--- src/rtl/adc_seq_pkg.sv ---
`timescale 1ns/1ps
// adc_seq_pkg: shared control-word layout, mode encoding and the stored
// configuration type of the conversion sequencer. Assumes a 16-bit control word.
package adc_seq_pkg;

    localparam int unsigned CW_W      = 16;
    localparam int unsigned B_IE      = 14;
    localparam int unsigned B_GO      = 13;
    localparam int unsigned B_DSEL    = 12;
    localparam int unsigned B_TEN     = 11;
    localparam int unsigned MODE_LSB  = 8;
    localparam int unsigned LAST_LSB  = 4;
    localparam int unsigned FIRST_LSB = 0;

    typedef enum logic [1:0] {
        MODE_ONE   = 2'b00,
        MODE_PASS  = 2'b01,
        MODE_LOOP  = 2'b10,
        MODE_LOOPB = 2'b11
    } seq_mode_e;

    typedef struct packed {
        logic      ie;
        logic      dsel;
        logic      ten;
        seq_mode_e mode;
        logic [3:0] last;
        logic [3:0] first;
    } seq_cfg_t;

    function automatic logic is_loop(seq_mode_e m);
        return (m == MODE_LOOP) || (m == MODE_LOOPB);
    endfunction

endpackage

--- src/rtl/adc_ctrl_reg.sv ---
`timescale 1ns/1ps
// adc_ctrl_reg: holds the programmable fields of the control word.
// Routing, mode and channel fields only accept writes while idle; the
// trigger enable accepts writes at any time. Channel fields are masked
// to the implemented index width. Assumes N_CH is a power of two, 2..16.
module adc_ctrl_reg
    import adc_seq_pkg::*;
#(
    parameter int N_CH = 8
) (
    input  logic            clk,
    input  logic            rst_n,
    input  logic            wr,
    input  logic [CW_W-1:0] wdata,
    input  logic            busy,
    output seq_cfg_t        cfg_q,
    output seq_cfg_t        cfg_nx
);
    localparam logic [3:0] CH_MASK = 4'(N_CH - 1);

    logic unused_wbits;
    assign unused_wbits = ^{wdata[15], wdata[B_GO], wdata[10]};

    // next configuration: trigger enable always, the rest only while idle
    always_comb begin
        cfg_nx = cfg_q;
        if (wr) begin
            cfg_nx.ten = wdata[B_TEN];
            if (!busy) begin
                cfg_nx.ie    = wdata[B_IE];
                cfg_nx.dsel  = wdata[B_DSEL];
                cfg_nx.mode  = seq_mode_e'(wdata[MODE_LSB +: 2]);
                cfg_nx.last  = wdata[LAST_LSB +: 4] & CH_MASK;
                cfg_nx.first = wdata[FIRST_LSB +: 4] & CH_MASK;
            end
        end
    end

    // configuration storage
    always_ff @(posedge clk) begin
        if (!rst_n) cfg_q <= '0;
        else        cfg_q <= cfg_nx;
    end
endmodule

--- src/rtl/adc_chan_walker.sv ---
`timescale 1ns/1ps
// adc_chan_walker: owns the start/busy bit and walks the channel range.
// One request per channel; the request drops for one cycle after each
// accepted done pulse. Stop (software or standby) wins over a done in the
// same cycle. Assumes the mode and range inputs are stable while busy.
module adc_chan_walker
    import adc_seq_pkg::*;
#(
    parameter  int N_CH = 8,
    localparam int CH_W = $clog2(N_CH)
) (
    input  logic            clk,
    input  logic            rst_n,
    input  logic            wr,
    input  logic            wr_go,
    input  logic            trig,
    input  logic            ten_q,
    input  logic            standby,
    input  seq_mode_e       mode,
    input  logic [3:0]      first_f,
    input  logic [3:0]      last_f,
    input  logic            conv_done,
    output logic            busy,
    output logic            conv_req,
    output logic [CH_W-1:0] cur_ch,
    output logic            step,
    output logic            pass_done
);
    logic [CH_W-1:0] first_c, last_c, end_c;
    logic            start_hit, stop_hit;

    // start, stop and step decode for this cycle
    always_comb begin
        first_c   = CH_W'(first_f);
        last_c    = CH_W'(last_f);
        end_c     = ((mode == MODE_ONE) || (last_c < first_c)) ? first_c : last_c;
        start_hit = !busy && !standby && ((wr && wr_go) || (trig && ten_q));
        stop_hit  = busy && (standby || (wr && !wr_go));
        step      = conv_req && conv_done && !stop_hit;
        pass_done = step && (cur_ch == end_c);
    end

    // busy, request and channel state
    always_ff @(posedge clk) begin
        if (!rst_n) begin
            busy     <= 1'b0;
            conv_req <= 1'b0;
            cur_ch   <= '0;
        end else if (stop_hit) begin
            busy     <= 1'b0;
            conv_req <= 1'b0;
        end else if (start_hit) begin
            busy     <= 1'b1;
            conv_req <= 1'b1;
            cur_ch   <= first_c;
        end else if (pass_done) begin
            conv_req <= 1'b0;
            if (is_loop(mode)) cur_ch <= first_c;
            else               busy   <= 1'b0;
        end else if (step) begin
            conv_req <= 1'b0;
            cur_ch   <= cur_ch + 1'b1;
        end else if (busy && !conv_req) begin
            conv_req <= 1'b1;
        end
    end
endmodule

--- src/rtl/adc_eoc_router.sv ---
`timescale 1ns/1ps
// adc_eoc_router: turns a completed pass into a one-cycle pulse on either
// the DMA request or, if enabled, the interrupt output. Assumes the routing
// bits are held stable while a sequence runs.
module adc_eoc_router (
    input  logic clk,
    input  logic rst_n,
    input  logic pass_done,
    input  logic ie,
    input  logic dsel,
    output logic irq,
    output logic dma_req
);
    // registered event pulses
    always_ff @(posedge clk) begin
        if (!rst_n) begin
            irq     <= 1'b0;
            dma_req <= 1'b0;
        end else begin
            irq     <= pass_done && !dsel && ie;
            dma_req <= pass_done && dsel;
        end
    end
endmodule

--- src/rtl/adc_result_store.sv ---
`timescale 1ns/1ps
// adc_result_store: one capture slot per channel, written on each accepted
// done pulse, read combinationally by channel index.
module adc_result_store #(
    parameter  int N_CH   = 8,
    parameter  int DATA_W = 10,
    localparam int CH_W   = $clog2(N_CH)
) (
    input  logic              clk,
    input  logic              rst_n,
    input  logic              cap_en,
    input  logic [CH_W-1:0]   cap_ch,
    input  logic [DATA_W-1:0] cap_data,
    input  logic [CH_W-1:0]   rd_ch,
    output logic [DATA_W-1:0] rd_data
);
    logic [DATA_W-1:0] slot [N_CH];

    for (genvar g = 0; g < N_CH; g++) begin : g_slot
        // capture into this slot when its channel completes
        always_ff @(posedge clk) begin
            if (!rst_n)                               slot[g] <= '0;
            else if (cap_en && (cap_ch == CH_W'(g)))  slot[g] <= cap_data;
        end
    end

    assign rd_data = slot[rd_ch];
endmodule

--- src/rtl/adc_seq_ctrl.sv ---
`timescale 1ns/1ps
// adc_seq_ctrl: conversion control sequencer top. Combines the control
// word storage, the channel walker, the end-of-conversion router and the
// capture store. Assumes N_CH is a power of two between 2 and 16.
module adc_seq_ctrl
    import adc_seq_pkg::*;
#(
    parameter  int N_CH   = 8,
    parameter  int DATA_W = 10,
    localparam int CH_W   = $clog2(N_CH)
) (
    input  logic              clk,
    input  logic              rst_n,
    input  logic              reg_wr,
    input  logic [15:0]       reg_wdata,
    output logic [15:0]       reg_rdata,
    input  logic              trig,
    input  logic              standby,
    output logic              conv_req,
    output logic [CH_W-1:0]   conv_ch,
    input  logic              conv_done,
    input  logic [DATA_W-1:0] conv_data,
    input  logic [CH_W-1:0]   rd_ch,
    output logic [DATA_W-1:0] rd_data,
    output logic              irq,
    output logic              dma_req
);
    seq_cfg_t cfg_q, cfg_nx;
    logic     busy, step, pass_done;
    logic     unused_nx;

    assign unused_nx = ^{cfg_nx.ie, cfg_nx.dsel, cfg_nx.ten};

    adc_ctrl_reg #(.N_CH(N_CH)) u_reg (
        .clk    (clk),
        .rst_n  (rst_n),
        .wr     (reg_wr),
        .wdata  (reg_wdata),
        .busy   (busy),
        .cfg_q  (cfg_q),
        .cfg_nx (cfg_nx)
    );

    adc_chan_walker #(.N_CH(N_CH)) u_walk (
        .clk       (clk),
        .rst_n     (rst_n),
        .wr        (reg_wr),
        .wr_go     (reg_wdata[B_GO]),
        .trig      (trig),
        .ten_q     (cfg_q.ten),
        .standby   (standby),
        .mode      (cfg_nx.mode),
        .first_f   (cfg_nx.first),
        .last_f    (cfg_nx.last),
        .conv_done (conv_done),
        .busy      (busy),
        .conv_req  (conv_req),
        .cur_ch    (conv_ch),
        .step      (step),
        .pass_done (pass_done)
    );

    adc_eoc_router u_route (
        .clk       (clk),
        .rst_n     (rst_n),
        .pass_done (pass_done),
        .ie        (cfg_q.ie),
        .dsel      (cfg_q.dsel),
        .irq       (irq),
        .dma_req   (dma_req)
    );

    adc_result_store #(.N_CH(N_CH), .DATA_W(DATA_W)) u_store (
        .clk      (clk),
        .rst_n    (rst_n),
        .cap_en   (step),
        .cap_ch   (conv_ch),
        .cap_data (conv_data),
        .rd_ch    (rd_ch),
        .rd_data  (rd_data)
    );

    assign reg_rdata = {1'b0, cfg_q.ie, busy, cfg_q.dsel, cfg_q.ten, 1'b0,
                        cfg_q.mode, cfg_q.last, cfg_q.first};
endmodule

--- config.mk ---
export PLATFORM = sky130hd
export DESIGN_NAME = adc_seq_ctrl
export DESIGN_NICKNAME = d
export VERILOG_FILES = /design/src/rtl/adc_seq_pkg.sv /design/src/rtl/adc_ctrl_reg.sv /design/src/rtl/adc_chan_walker.sv /design/src/rtl/adc_eoc_router.sv /design/src/rtl/adc_result_store.sv /design/src/rtl/adc_seq_ctrl.sv
export SDC_FILE = /design/constraint.sdc
export NUM_CORES = 1
export LEC_CHECK = 0
export CORE_MARGIN = 1.5
export CORE_UTILIZATION = 34
export CTS_CLUSTER_SIZE = 40
export DETAILED_ROUTE_END_ITERATION = 6
export PLACE_DENSITY = 0.66
export SYNTH_ARGS = -nofsm -noshare
export SYNTH_HDL_FRONTEND = slang
export SYNTH_SLANG_ARGS = --single-unit
--- constraint.sdc ---
create_clock -name clk -period 7.3 [get_ports clk]
set_clock_uncertainty 0.1 [all_clocks]
set_input_delay 1.46 -clock clk [delete_from_list [all_inputs] [get_ports clk]]
set_output_delay 1.46 -clock clk [all_outputs]
set_load 0.02 [all_outputs]
==> reports/qor.txt, run 1 <==
TritonCTS buffer count = 9
Mean post-synth cell area = 13.6 sq um
PD cells = 223 nW/um^2
Tot Pwr = 1290 uW
Gpl congestion = 0.827
WP depth = 4
Worst Path Required = 5740 ps
Gr usage total = 0.159
Final Setup Violations = 0
Synth Flop Type = edfxtp_1
WL/cell = 18.6 um
Post-synth top area share = 0.508
Synth Instances = 348
CP Class = input pin to primary output
Worst Hold Path Cells = 2
Fill cell count = 1218
Place WS = 1740 ps
Xor/xnor share of the synthesized area = 0.00740
Worst-path fanout max = 20
Synth Area in Adders = 0.0212
Largest family of logic cells by synthesized area = simple AND/OR/NAND/NOR gates
Ys Warns = 0
Initial Util = 0.353
First-pass GRT wire length = 16.9 mm
Async SR Flop Fraction = 0
Clock buffer depth = 2
Final ANT Viol Nets = 0
Multi-input gate area = 1830 sq um
Number of unique standard cell types used by synthesis = 47
Detailed Route WL = 10.9 mm
Setup slack after layout = 1740 ps
Core area = 13400 sq um
Remaining global-route overflow = 0
Worst R2R Path Depth = 10
Leakage power = 0.00210 uW
CP most frequent cell = clkdlybuf4s50_1
Die Ht = 121 um
CTS root buffer = clkbuf_16
Final period utilization = 0.762
Max H-tree Level = 3
Area share of and/or/nand/nor cells after synthesis = 0.169
Post CTS Setup Buffer Count = 0
Clock slew at reported path FFs = 60 ps
Final Max Tran Viols = 0
Sequential share of the synthesized area = 0.584
Via count = 2910
DIE AREA = 14600 sq um
Synth Area in Compound Gates = 0.0460
Final nets = 449
Crit-path slowest cell = clkdlybuf4s50_1
Hold crit path type = register to register
Crit-path max cell delay = 1220 ps
Cell Area, Synth = 4730 sq um
VDD IR max = 0.122 mV
Max Cap Viol = 0
Critical Path Start Type = input pin
Buffers added on ports = 58
Worst Path Buf+Inv = 2
CTS sink cnt = 98
Vias in the first global route = 3074
Hold Vio Cnt, Final = 0
EDFF count, synth = 80
Worst-skew pair later-pin latency = 340 ps
Max Clk Rate = 180 MHz
Synth-to-Final Area Change = 21.9%
# resized after CTS = 0
Share of post-route cells with drive strength above 1 = 0.156
RSZ-0062 raised after global routing = no
Antenna cells = 0
#FFs+latches synth = 98
Row Count = 42
Status = complete, no violations
Crit path time final = 5560 ps
Initial drt markers = 188
Setup crit end kind = primary output
Hold bufs inserted after CTS = 0
Die W = 121 um
Normalized max-slew margin = 0.243
Worst Path Arrival = 4000 ps
DR vias/cell = 4.97
Post-synth top area cell = edfxtp_1
Top Ports = 67
Top post-synthesis cells by area = edfxtp_1 51%, and2_1 11%, mux4_2 9.5%, dfxtp_1 7.6%, mux2_2 2.6%
Drt first pass iters = 4
Least-Margin Pin Slew = 1130 ps
Post-synthesis mux area share = 0.140
Initial antenna violation count = 0
Final setup TNS = 0 ps
TritonCTS clock tree = done
Drt drc = 0
Largest net degree at the start of global routing = 21
Crit path max-delay family = buffers and inverters
Sequential cell area = 2760 sq um
Worst path cell trace = clkdlybuf4s50_1, mux4_2, mux2_2, clkdlybuf4s50_1
Most frequent cells after synthesis = 80 x and2_1, 80 x edfxtp_1, 23 x nand2_1, 20 x mux4_2, 18 x dfxtp_1
Dpl hpwl = 7.15 mm
sequential cells by signal, indices dropped and copies added, names as in the netlist:
| name | cells |
|---|---|
| u_route.irq | 1 |
| u_store.slot | 80 |
| u_reg.cfg_q | 11 |
| u_walk.busy | 1 |
| u_walk.conv_req | 1 |
| u_walk.cur_ch | 3 |
| u_route.dma_req | 1 |
stage by stage:
step,instances,utilization,cell area (sq um),hold slack (ps)
floorplan,351,-,4740,342
global placement,571,0.409,5480,361
detailed placement,571,0.409,5480,375
CTS,586,0.431,5770,383
global route,586,0.431,5770,401
finish,586,0.431,5770,381
placed cells by master (no fill, tap or decap), types with 2 or more instances in the layout:
cell type,instances
conb_1,4
or3_1,2
inv_6,2
nor4b_1,2
xnor2_1,4
clkdlybuf4s50_1,58
and3_1,2
inv_1,7
nor2_1,17
and2_1,80
o32ai_1,2
mux2i_1,6
buf_4,7
o221a_2,2
mux2_2,11
nand2_1,23
nor3_1,3
edfxtp_1,80
mux4_2,20
nor2b_1,3
dfxtp_1,18
ha_1,8
a21oi_1,7
o21ai_0,8
clkinvlp_4,2
clkbuf_16,9
path summary, 6_finish.rpt:
kind,start,to,slack [ps]
setup reg to reg,u_walk.busy,u_walk.cur_ch[2],3790
setup / recovery,rd_ch[1],rd_data[2],1740
hold / removal,u_reg.cfg_q[11],u_route.dma_req,380
hold reg to reg,u_reg.cfg_q[11],u_route.dma_req,380
tightest hold or removal path: stages (launching register included):
cell and delay, ps:
dfxtp_1 340, inv_1 60, nor3_1 40
area by class of cell:
cell class	count	area share
timing repair buffer	65	0.110
clock inverter	5	0.0108
clock buffer	10	0.0397
tap	176	0.0382
multi-input combinational	224	0.318
inverter	8	0.00520
sequential	98	0.479
where the power goes:
part / switching (uW) / internal, uW / leakage, uW
Combinational: 94.6 / 82.6 / 0.000987
Clock: 205 / 266 / 0.000136
Sequential: 12.4 / 627 / 0.000974
cell families after synthesis:
| logic type | after synthesis |
|---|---|
| compound gates | 28 |
| xor+xnor | 4 |
| fa+ha+maj | 8 |
| buf+inv | 29 |
| flops | 98 |
| mux | 39 |
| other cells | 1 |
| simple gates | 141 |
routing by layer:
metal | track usage | vias up | share of wire
li1 | - | 1367 | -
met1 | 0.198 | 1429 | 0.42
met2 | 0.271 | 97 | 0.49
met3 | 0.0428 | 17 | 0.064
met4 | 0.0434 | 0 | 0.018
met5 | 0 | - | 0
No activity file was read; power rests on OpenSTA's default activity.
==> run 2: changes to the inputs <==
Settings changed: PLACE_DENSITY 0.66 to 0.68.
Clock period 7.3 ns to 4.94 ns, I/O delays scaled along.
==> reports/qor.txt, run 2 (synthesis results as in run 1) <==
CTS sink cnt = 98 (unchanged)
Int Power = 1400 uW (+44%)
TritonCTS clock tree = done
Worst-path fanout max = 16 (-20%)
First-pass GRT wire length = 16.4 mm (-3.0%)
# resized after CTS = 0 (unchanged)
Area post-placement = 5530 sq um (+0.91%)
Final period utilization = 0.892
Drt first pass iters = 4 (unchanged)
Setup crit end kind = primary output
Detailed Route WL = 10.1 mm (-6.8%)
Max Cap Viol = 0 (unchanged)
Worst Path Arrival = 3320 ps (-680 ps)
WL/cell = 17.1 um (-7.8%)
Clock slew at reported path FFs = 70 ps (about the same)
Net Sw Frac = 0.252 (+0.00964)
Core area = 13400 sq um (unchanged)
CP Class = input pin to primary output
Dpl hpwl = 7.07 mm (-1.1%)
Antenna cells = 0 (unchanged)
DR vias/cell = 4.85 (-2.3%)
Final Max Tran Viols = 0 (unchanged)
Synth-to-Final Area Change = 22.9%
Top reg by flops = u_store.slot
Final nets = 454 (+1.1%)
Hold crit path type = register to register
Max Clk Rate = 227 MHz
PD cells = 323 nW/um^2 (+45%)
RSZ-0062 raised after global routing = no
Comb power frac = 0.141 (+0.003)
Drt drc = 0 (unchanged)
Final Setup Violations = 0 (unchanged)
DIE AREA = 14600 sq um (unchanged)
Leakage power = 0.00213 uW (+1.6%)
Clock buffer depth = 2 (unchanged)
NetSw = 473 uW (+52%)
Initial antenna violation count = 0 (unchanged)
Sequential Power Share = 0.503 (+0.006)
Top Ports = 67 (unchanged)
Multi-input gate area = 1830 sq um (unchanged)
Final setup TNS = 0 ps (unchanged)
Die W = 121 um (unchanged)
Hold Vio Cnt, Final = 0 (unchanged)
Largest net degree at the start of global routing = 21 (unchanged)
Max H-tree Level = 3 (unchanged)
Max reg flops = 80 (unchanged)
Finished Cell Area = 5820 sq um (+0.78%)
Critical Path Start Type = input pin
Biggest regs = u_store.slot: 80 flops, u_reg.cfg_q: 11 flops, u_walk.cur_ch: 3 flops
Fill cell count = 1242 (+2.0%)
Final core utilization = 0.434 (+0.00336)
Worst Path Required = 3850 ps (-1890 ps)
Commonest cells after routing, fill and taps aside = 80 x and2_1, 80 x edfxtp_1, 58 x clkdlybuf4s50_1
Clock power frac = 0.356 (-0.010)
Initial Util = 0.353 (unchanged)
Sequential cell area = 2760 sq um (unchanged)
Hold WS = 388 ps (+7.12 ps)
Row Count = 42 (unchanged)
Via count = 2872 (-1.3%)
Post CTS Setup Buffer Count = 0 (unchanged)
Die Ht = 121 um (unchanged)
Remaining global-route overflow = 0 (unchanged)
Initial drt markers = 258 (+37%)
Hold bufs inserted after CTS = 0 (unchanged)
Buffers added on ports = 58 (unchanged)
Gr usage total = 0.152 (-0.00688)
Normalized max-slew margin = 0.511 (+0.269)
Least-Margin Pin Slew = 730 ps (-402 ps)
CTS root buffer = clkbuf_16
Worst-skew pair later-pin latency = 340 ps (about the same)
Status = complete, no violations
Gpl congestion = 0.817 (-1.2%)
Final ANT Viol Nets = 0 (unchanged)
Crit path time final = 4410 ps
TritonCTS buffer count = 9 (unchanged)
Vias in the first global route = 3118 (+1.4%)
VDD IR max = 0.171 mV (+40%)
Share of post-route cells with drive strength above 1 = 0.168 (+0.0122)
==> run 2: per-layer routing <==
metal,up-vias,GRT usage,wire length [um]
met5,-,0,0
met4,0,0.0331,81
met3,5,0.0451,552
met2,79,0.276,5260
met1,1403,0.176,4240
li1,1385,-,-
==> run 2: cell type report <==
type                            count  share of cell area
Clock buffer                        9              0.0387
Inverter                            8             0.00516
Timing Repair Buffer               70               0.117
Multi-Input combinational cell    224               0.315
Tap cell                          176              0.0379
Clock inverter                      7              0.0105
Sequential cell                    98               0.475
==> run 2: through the flow <==
step	setup slack, ps	total power [uW]	cells
after floorplan	1470	1120	351
after global placement	514	1220	576
after detailed placement	503	1230	576
after CTS	493	1900	592
after global routing	444	1950	592
final	534	1880	592
==> run 2: critical path, stage by stage <==
cell and delay (ps):
clkdlybuf4s50_1 690, buf_12 240, mux4_2 550, mux2_2 300, clkdlybuf4s50_1 540
==> run 2: final timing paths <==
kind                                      start          endpoint  slack [ps]  depth (start not counted)
worst max-delay path                   rd_ch[0]        rd_data[7]         530                          5
worst min-delay path            u_reg.cfg_q[11]   u_route.dma_req         390                          2
worst max register to register      u_walk.busy  u_walk.cur_ch[2]        1680                         11
worst min register to register  u_reg.cfg_q[11]   u_route.dma_req         390                          2
==> run 2: power groups by stage <==
stage / Combinational, uW / Clock, uW / Sequential (uW)
after detailed placement: 268 / 0 / 964
after CTS: 269 / 686 / 945
after global placement: 263 / 0 / 962
after floorplan: 151 / 0 / 967
final: 265 / 668 / 945
after global routing: 287 / 719 / 949
